--- config.mk ---
export PLATFORM = sky130hd
export DESIGN_NAME = eeprom_status_guard
export DESIGN_NICKNAME = d
export VERILOG_FILES = /design/src/rtl/sr_guard_pkg.sv /design/src/rtl/sr_prot_decode.sv /design/src/rtl/sr_busy_timer.sv /design/src/rtl/eeprom_status_guard.sv
export SDC_FILE = /design/constraint.sdc
export NUM_CORES = 1
export LEC_CHECK = 0
export ABC_AREA = 1
export BUFFER_PORTS_ARGS = -buffer_cell sky130_fd_sc_hd__clkbuf_2
export CORE_AREA = 2 2 43 60
export DETAILED_ROUTE_END_ITERATION = 16
export DIE_AREA = 0 0 45 62
export PLACE_DENSITY = 0.75
export SYNTH_ARGS = -nofsm -noshare
export SYNTH_HDL_FRONTEND = slang
export SYNTH_SLANG_ARGS = --single-unit
--- constraint.sdc ---
create_clock -name clk_i -period 1.9 [get_ports clk_i]
set_clock_uncertainty 0.1 [all_clocks]
set_input_delay 0.19 -clock clk_i [delete_from_list [all_inputs] [get_ports clk_i]]
set_output_delay 0.19 -clock clk_i [all_outputs]
set_load 0.1 [all_outputs]
--- src/rtl/sr_guard_pkg.sv ---
package sr_guard_pkg;
  typedef enum logic [1:0] {
    PROT_NONE    = 2'b00,
    PROT_QUARTER = 2'b01,
    PROT_HALF    = 2'b10,
    PROT_ALL     = 2'b11
  } prot_sel_e;

  typedef struct packed {
    logic      lock;
    prot_sel_e sel;
  } nv_bits_t;

  localparam int unsigned LOCK_BIT = 7;
  localparam int unsigned SEL1_BIT = 3;
  localparam int unsigned SEL0_BIT = 2;
  localparam int unsigned WEL_BIT  = 1;
  localparam int unsigned BUSY_BIT = 0;
endpackage

--- src/rtl/sr_prot_decode.sv ---
module sr_prot_decode
  import sr_guard_pkg::*;
#(
  parameter int unsigned ADDR_W = 17
) (
  input  prot_sel_e         sel_i,
  input  logic [ADDR_W-1:0] addr_i,
  output logic              hit_o
);
  localparam int unsigned TOP = ADDR_W - 1;

  logic upper_half, upper_quarter;

  generate
    if (ADDR_W >= 2) begin : g_wide
      assign upper_half    = addr_i[TOP];
      assign upper_quarter = addr_i[TOP] & addr_i[TOP-1];
    end else begin : g_narrow
      assign upper_half    = addr_i[TOP];
      assign upper_quarter = addr_i[TOP];
    end
  endgenerate

  always_comb begin
    unique case (sel_i)
      PROT_NONE:    hit_o = 1'b0;
      PROT_QUARTER: hit_o = upper_quarter;
      PROT_HALF:    hit_o = upper_half;
      default:      hit_o = 1'b1;
    endcase
  end
endmodule

--- src/rtl/sr_busy_timer.sv ---
module sr_busy_timer #(
  parameter int unsigned WRITE_CYCLES = 500
) (
  input  logic clk_i,
  input  logic rst_ni,
  input  logic start_i,
  input  logic ext_done_i,
  output logic busy_o,
  output logic done_o
);
  localparam int unsigned CNT_W = $clog2(WRITE_CYCLES + 1);
  localparam logic [CNT_W-1:0] LOAD = CNT_W'(WRITE_CYCLES - 1);

  logic [CNT_W-1:0] cnt_q;
  logic             busy_q;

  assign busy_o = busy_q;
  assign done_o = busy_q & ((cnt_q == '0) | ext_done_i);

  always_ff @(posedge clk_i or negedge rst_ni) begin
    if (!rst_ni) begin
      busy_q <= 1'b0;
      cnt_q  <= '0;
    end else if (done_o) begin
      busy_q <= 1'b0;
      cnt_q  <= '0;
    end else if (busy_q) begin
      cnt_q <= cnt_q - 1'b1;
    end else if (start_i) begin
      busy_q <= 1'b1;
      cnt_q  <= LOAD;
    end
  end
endmodule

--- src/rtl/eeprom_status_guard.sv ---
module eeprom_status_guard
  import sr_guard_pkg::*;
#(
  parameter int unsigned ADDR_W       = 17,
  parameter int unsigned WRITE_CYCLES = 500
) (
  input  logic              clk_i,
  input  logic              rst_ni,
  input  logic              wren_i,
  input  logic              wrdi_i,
  input  logic              sr_write_i,
  input  logic              mem_write_i,
  input  logic              abort_i,
  input  logic [ADDR_W-1:0] addr_i,
  input  logic [7:0]        wr_data_i,
  input  logic              wp_ni,
  input  logic              cs_ni,
  input  logic              cycle_done_i,
  output logic [7:0]        status_o,
  output logic              mem_grant_o,
  output logic              sr_grant_o,
  output logic              deny_o,
  output logic              standby_o
);
  nv_bits_t nv_q;
  logic     wel_q, busy, done;
  logic     mem_grant_q, sr_grant_q, deny_q;
  logic     prot_hit, accept;
  logic     wren_v, wrdi_v, srw_v, memw_v;
  logic     sr_ok, mem_ok, srw_go, memw_go, refuse;

  // strobes are dropped while busy or on an aborted transaction
  assign accept  = ~busy & ~abort_i;
  assign wren_v  = wren_i & accept;
  assign wrdi_v  = wrdi_i & accept;
  assign srw_v   = sr_write_i & accept;
  assign memw_v  = mem_write_i & accept;

  assign sr_ok   = wel_q & ~(nv_q.lock & ~wp_ni);
  assign mem_ok  = wel_q & ~prot_hit;
  assign srw_go  = srw_v & sr_ok;
  assign memw_go = memw_v & mem_ok;
  assign refuse  = (srw_v & ~sr_ok) | (memw_v & ~mem_ok);

  sr_prot_decode #(.ADDR_W(ADDR_W)) u_prot (
    .sel_i  (nv_q.sel),
    .addr_i (addr_i),
    .hit_o  (prot_hit)
  );

  sr_busy_timer #(.WRITE_CYCLES(WRITE_CYCLES)) u_timer (
    .clk_i      (clk_i),
    .rst_ni     (rst_ni),
    .start_i    (srw_go | memw_go),
    .ext_done_i (cycle_done_i),
    .busy_o     (busy),
    .done_o     (done)
  );

  // non-volatile cells: untouched by reset
  always_ff @(posedge clk_i) begin
    if (srw_go) begin
      nv_q.lock <= wr_data_i[LOCK_BIT];
      nv_q.sel  <= prot_sel_e'({wr_data_i[SEL1_BIT], wr_data_i[SEL0_BIT]});
    end
  end

  always_ff @(posedge clk_i or negedge rst_ni) begin
    if (!rst_ni) begin
      wel_q       <= 1'b0;
      mem_grant_q <= 1'b0;
      sr_grant_q  <= 1'b0;
      deny_q      <= 1'b0;
    end else begin
      mem_grant_q <= memw_go;
      sr_grant_q  <= srw_go;
      deny_q      <= refuse;
      if (done || refuse)  wel_q <= 1'b0;
      else if (wren_v)     wel_q <= 1'b1;
      else if (wrdi_v)     wel_q <= 1'b0;
    end
  end

  always_comb begin
    status_o           = '0;
    status_o[LOCK_BIT] = nv_q.lock;
    status_o[SEL1_BIT] = nv_q.sel[1];
    status_o[SEL0_BIT] = nv_q.sel[0];
    status_o[WEL_BIT]  = wel_q;
    status_o[BUSY_BIT] = busy;
  end

  assign mem_grant_o = mem_grant_q;
  assign sr_grant_o  = sr_grant_q;
  assign deny_o      = deny_q;
  assign standby_o   = cs_ni & ~busy;
endmodule

==> results.ini, run 1 <==
[outcome]
outcome = complete, no violations

[global_routing]
first_global_vias = 825
antenna_found_initial = 0
grt_usage_pct = 16.4
overflow = 0
grt_start_max_net_pins = 15
grt_pass1_wl_um = 3280

[drt]
routedWlPerCell_um = 11.7
vias = 852
ant_nets = 0
viasPerCell = 5.01
drc_errors = 0
drt_iter0_drc = 19
drt-total-wl_um = 1990
firstDrtPassIters = 4

[timing]
fin_ws_ns = 0.218
drv_slew = 0
fmax_mhz = 594
hold_violations = 0
tightest_slew_ns = 0.543
relSlewSlack_pct = 63.9
layout_worst_path_cycle_share_pct = 88.5
whs_ns = 0.0768
setup_viol = 0
post-route-min-period_ns = 1.68
rsz0062_at_grt = no
tns_ns = 0

[logic_synthesis]
synth_edf_count = 3
synth_area_leaders = dfrtp_1 (36%), nand2_1 (15%), edfxtp_1 (9.3%), nand3_1 (6.7%), buf_4 (3.9%)
async_flop_share_pct = 82.4
synth_top_area_cell = dfrtp_1
ys_top_cells_by_count = nand2_1 (38), dfrtp_1 (14), nand3_1 (13)
ys_seq_area_share_pct = 45.4
synth_top_area_share_pct = 36.1
avgSynthCellArea_um2 = 8.16
syn_area_um2 = 971
synth_warnings = 0
synthCells = 119
synthFlopType = dfrtp_1
yosysMostFrequentCell = nand2_1
ys_types = 30
ys_ff_latch = 17

[worst_setup_path]
cp_top_family = flip-flops
reg2reg_depth = 8
r2r_end = u_timer.cnt_q[6]$_DFFE_PN0P_
cp.depth = 2
cpMaxStageDelayCell = dfrtp_1
cp_cell_sequence = nor2_2 -> clkbuf_2
path_class = reg -> out
start_kind = flip-flop
r2r_setup_slack_ns = 0.33
r2r-start = u_timer.busy_o$_DFF_PN0_
required_ns = 1.61
cp_num_buf_inv = 1
cpPeakStageDelay_ns = 0.51
critPathCaptureType = primary output
worst-path-max-fanout = 8
crit_arrival_ns = 1.39

[die]
core_um2 = 2310
start_util_pct = 42.0
pin_count = 47
die_width_um = 45
rows = 21
die-area_um2 = 2790
die_y_um = 62

[power_and_ir_drop]
p_comb_share_pct = 53.5
cell_internal_pwr_mw = 0.875
seq_power_share_pct = 36.0
p_sw_share_pct = 51.6
p_per_area_nw_per_um2 = 1560
pwr-share-clk_pct = 10.5
leakage_nw = 0.601
ir_drop_v = 0.000736
power.switching_mw = 0.935

[clock_tree]
clock_sinks = 17
h-tree-depth = 1
cts_setup_buffers = 0
cts_hold_buf = 4
cts_resized = 0
cts_buffers = 3
clkLatencyLatePin_ns = 0.29
tritoncts = yes
cts_root_buf = clkbuf_4
path_clk_slew_ns = 0.09
clk_path_buf_depth = 2

[placed_design]
gp_congestion = 0.874
place_ws_ns = 0.325
numPortBuffers = 23
dpl_cell_area_um2 = 1090
dp_hpwl_um = 1490

[finish]
seq_area_um2 = 440
fill_cells = 237
multiInputGateArea_um2 = 448
n_antenna_cell = 0
final_layout_size_suffix_gt1_share_pct = 28.6
nNetsFinal = 184
post-route-util_pct = 50.2
finalInstanceArea_um2 = 1160
areaGrowthSynthToFinish_pct = 19.5

[hold_path]
hold_path_end = sr_grant_o$_DFF_PN0_
hp-class = in -> reg
min-delay-start = sr_write_i
hold_path_depth = 3

[flow_run]
cap_viol_max_count = 0

cell families (layout without fill, tap and decap cells):
group,count (synthesis),in the layout,share of synthesized area (%)
AOI/OAI and AO/OA,7,7,5.93
xor gates and xnor gates,2,2,1.80
adders and majority gates,1,1,1.29
buffers and inverters,19,45,9.54
DFF,17,17,45.4
other,1,3,0.386
and+or+nand+nor,72,72,35.7
cell usage in the layout, fill, tap and decap left out:
cell type,count
a21boi_2,1
a21oi_1,1
a22oi_1,1
and2_1,1
buf_4,2
clkbuf_1,1
clkbuf_2,22
clkbuf_4,3
clkinv_1,1
conb_1,3
dfrtp_1,14
dlygate4sd3_1,4
edfxtp_1,3
ha_1,1
inv_1,9
inv_2,2
inv_4,1
nand2_1,38
nand2_2,1
nand2_4,1
nand3_1,13
nand3_2,1
nand3b_1,1
nor2_1,8
nor2_2,3
nor2_4,3
nor3_1,1
nor3b_2,1
o21a_1,1
o21ai_0,2
o21ai_4,1
xnor2_1,1
xor2_1,1
worst max-delay path by stage:
stage / startpoint / to / slack, ns
floorplan: status_o[7]$_DFFE_PP_ / u_timer.cnt_q[8]$_DFFE_PN0P_ / 0.08
global placement: u_timer.busy_o$_DFF_PN0_ / u_timer.cnt_q[6]$_DFFE_PN0P_ / 0.36
detailed placement: u_timer.busy_o$_DFF_PN0_ / u_timer.cnt_q[6]$_DFFE_PN0P_ / 0.32
CTS: u_timer.busy_o$_DFF_PN0_ / standby_o / 0.20
global route: u_timer.busy_o$_DFF_PN0_ / standby_o / 0.14
finish: u_timer.busy_o$_DFF_PN0_ / standby_o / 0.22
worst min-delay path, stage by stage:
cell and delay, ns:
clkbuf_2 0.10, nand2_2 0.09, nor2_4 0.06
power groups by stage:
stage	Combinational, mW	Sequential (mW)	Clock, mW
finish	0.969	0.651	0.189
global route	1.07	0.669	0.218
CTS	0.979	0.649	0.195
detailed placement	0.967	0.654	0
global placement	0.940	0.644	0
floorplan	0.752	0.697	0
state kept, by name, indices dropped and copies added, names as in the netlist:
signal / count
u_timer.cnt_q: 9
status_o: 3
deny_o: 1
mem_grant_o: 1
sr_grant_o: 1
u_timer.busy_o: 1
wel_q: 1
per-stage QoR:
step                cells  power [mW]
floorplan             121        1.45
global placement      162        1.58
detailed placement    162        1.62
CTS                   170        1.82
global route          170        1.96
finish                170        1.81
layout make-up:
type	count	share of cell area (%)
sequential	17	38.0
multi-input combinational	85	38.6
clock buffer	4	2.27
timing repair buffer	28	14.2
tap	23	2.48
inverter	13	4.42
layer usage:
layer | part of all wire [%] | up-vias | GRT usage (%) | wire (um)
li1 | - | 423 | - | -
met1 | 38 | 390 | 16.9 | 767
met2 | 52 | 32 | 30.4 | 1030
met3 | 7.2 | 7 | 3.18 | 144
met4 | 2.7 | 0 | 8.82 | 54
met5 | 0 | - | 0 | 0
(Power assumes the default switching activity.)
==> inputs of run 2 (changes only) <==
--- a/config.mk
+++ b/config.mk
@@ -7,10 +7,11 @@
 export LEC_CHECK = 0
 export ABC_AREA = 1
 export BUFFER_PORTS_ARGS = -buffer_cell sky130_fd_sc_hd__clkbuf_2
-export CORE_AREA = 2 2 43 60
+export CORE_AREA = 2 2 42 59
+export CTS_BUF_LIST = sky130_fd_sc_hd__clkbuf_8
 export DETAILED_ROUTE_END_ITERATION = 16
-export DIE_AREA = 0 0 45 62
-export PLACE_DENSITY = 0.75
+export DIE_AREA = 0 0 44 61
+export PLACE_DENSITY = 0.78
 export SYNTH_ARGS = -nofsm -noshare
 export SYNTH_HDL_FRONTEND = slang
 export SYNTH_SLANG_ARGS = --single-unit
==> results.ini, run 2 (same netlist as run 1, synthesis figures left out) <==
[die]
die_width_um = 44  ; -2.2%
start_util_pct = 45.1  ; +3.1 points
die_y_um = 61  ; -1.6%
die-area_um2 = 2680  ; -3.8%
core_um2 = 2150  ; -6.9%
rows = 20  ; -4.8%
pin_count = 47  ; unchanged

[outcome]
outcome = complete, no violations

[timing]
layout_worst_path_cycle_share_pct = 93.6  ; +5.1 points
tns_ns = 0  ; unchanged
fin_ws_ns = 0.121  ; -0.0966 ns
fmax_mhz = 562  ; -5.4%
hold_violations = 0  ; unchanged
setup_viol = 0  ; unchanged
rsz0062_at_grt = no
relSlewSlack_pct = 64.0  ; +0.093 points
post-route-min-period_ns = 1.78  ; +0.0966 ns
tightest_slew_ns = 0.542  ; -0.00140 ns
drv_slew = 0  ; unchanged

[finish]
final_layout_size_suffix_gt1_share_pct = 29.2  ; +0.60 points
n_antenna_cell = 0  ; unchanged
top_register = u_timer.cnt_q
layout_commonest_cell = nand2_1
post-route-util_pct = 53.2  ; +3.0 points
finalInstanceArea_um2 = 1140  ; -1.3%
largest_reg_flops = 9  ; unchanged
fin_cells = 166  ; -2.4%
areaGrowthSynthToFinish_pct = 17.9
final_cell_mix = nand2_1 (38), clkbuf_2 (23), dfrtp_1 (14)
nNetsFinal = 181  ; -1.6%
fill_cells = 201  ; -15%

[global_routing]
grt_start_max_net_pins = 15  ; unchanged
grt_pass1_wl_um = 3150  ; -4.0%
first_global_vias = 761  ; -7.8%
grt_usage_pct = 16.0  ; -0.36 points
antenna_found_initial = 0  ; unchanged
overflow = 0  ; unchanged

[worst_setup_path]
reg2reg_depth = 8  ; unchanged
startpoint = u_timer.busy_o$_DFF_PN0_
critPathCaptureType = primary output
cpPeakStageDelay_ns = 0.56  ; +0.05 ns
r2r_end = u_timer.cnt_q[3]$_DFFE_PN0P_
crit_arrival_ns = 1.49  ; +0.10 ns
cpMaxStageDelayCell = dfrtp_1
worst-path-max-fanout = 9  ; +1
r2r_setup_slack_ns = 0.34  ; about the same
path_class = reg -> out
endpoint = status_o[0]
required_ns = 1.61  ; about the same
start_kind = flip-flop
r2r-start = u_timer.busy_o$_DFF_PN0_
cp_cell_sequence = buf_4 -> clkbuf_2

[power_and_ir_drop]
ir_drop_v = 0.000736  ; about the same
power.switching_mw = 0.946  ; +1.3%
p_per_area_nw_per_um2 = 1640  ; +4.9%
p_sw_share_pct = 50.5  ; -1.2 points
seq_power_share_pct = 34.6  ; -1.4 points
p_comb_share_pct = 51.5  ; -2.0 points
pwr-share-clk_pct = 13.9  ; +3.4 points
leakage_nw = 0.600  ; -0.22%
cell_internal_pwr_mw = 0.928  ; +6.0%

[drt]
viasPerCell = 5.09  ; +1.6%
vias = 845  ; -0.82%
ant_nets = 0  ; unchanged
routedWlPerCell_um = 11.7  ; -0.62%
drt_iter0_drc = 17  ; -2
firstDrtPassIters = 4  ; unchanged
drc_errors = 0  ; unchanged
drt-total-wl_um = 1940  ; -3.0%

[clock_tree]
tritoncts = yes
cts_resized = 0  ; unchanged
clock_sinks = 17  ; unchanged
cts_root_buf = clkbuf_8
clk_path_buf_depth = 2  ; unchanged
h-tree-depth = 1  ; unchanged
cts_buffers = 3  ; unchanged
clkLatencyLatePin_ns = 0.25  ; -0.04 ns
path_clk_slew_ns = 0.06  ; -0.03 ns

[flow_run]
cap_viol_max_count = 0  ; unchanged

[placed_design]
gp_congestion = 0.861  ; -1.5%
dpl_cell_area_um2 = 1090  ; -0.34%
dp.cells = 161  ; -0.62%
numPortBuffers = 23  ; unchanged
dp_hpwl_um = 1450  ; -2.9%
place_ws_ns = 0.332  ; +0.00751 ns

[hold_path]
hp-class = in -> reg

==> run 2: timing repair <==
| item | CTS | global route |
|---|---|---|
| hold endpoints to repair | 14 | 0 |
| setup buffers | 0 | 0 |
| hold buffers | 1 | 0 |
==> run 2: power groups by stage <==
stage	clock, mW	combinational, mW	sequential [mW]
floorplan	0	0.752	0.697
global placement	0	0.933	0.643
detailed placement	0	0.962	0.648
CTS	0.266	0.972	0.644
global route	0.288	1.07	0.665
finish	0.261	0.965	0.648
==> run 2: layout make-up <==
type	count	area, um2	area share [%]
Multi-Input combinational cell	85	448	39.1
Sequential cell	17	440	38.5
Timing Repair Buffer	25	133	11.6
Inverter	13	51.3	4.48
Clock buffer	3	41.3	3.61
Tap cell	22	27.5	2.40
Clock inverter	1	3.75	0.328
==> run 2: worst min path at each step <==
stage                 startpoint                           end  depth (start not counted)  slack [ns]
global route        wr_data_i[2]         status_o[2]$_DFFE_PP_                          1       0.005
finish              wr_data_i[3]         status_o[3]$_DFFE_PP_                          1        0.01
detailed placement        rst_ni  u_timer.cnt_q[5]$_DFFE_PN0P_                          1        0.02
floorplan                 rst_ni              deny_o$_DFF_PN0_                          0       -0.21
global placement          rst_ni  u_timer.cnt_q[5]$_DFFE_PN0P_                          1        0.01
CTS                 wr_data_i[3]         status_o[3]$_DFFE_PP_                          1        0.01
==> run 2: metal layers <==
metal  share of wire (%)  GRT usage, %  up-vias  routed length (um)
li1                    -             -      418                   -
met1                  38          16.4      383                 738
met2                  52          30.0       37                1000
met3                 7.1          2.68        7                 137
met4                 2.9          9.09        0                  56
met5                   0             0        -                   0
==> run 2: metrics by stage <==
stage               hold slack, ns  power (mW)
finish                      0.0149        1.87
global route               0.00487        2.02
CTS                         0.0130        1.88
detailed placement          0.0245        1.61
global placement            0.0128        1.58
floorplan                   -0.206        1.45
==> run 2: worst max-delay path: cells and delay by family, from the launching register on <==
family / cells / cell delay (ns)
flip-flops: 1 / 0.56
buffers and inverters: 2 / 0.68
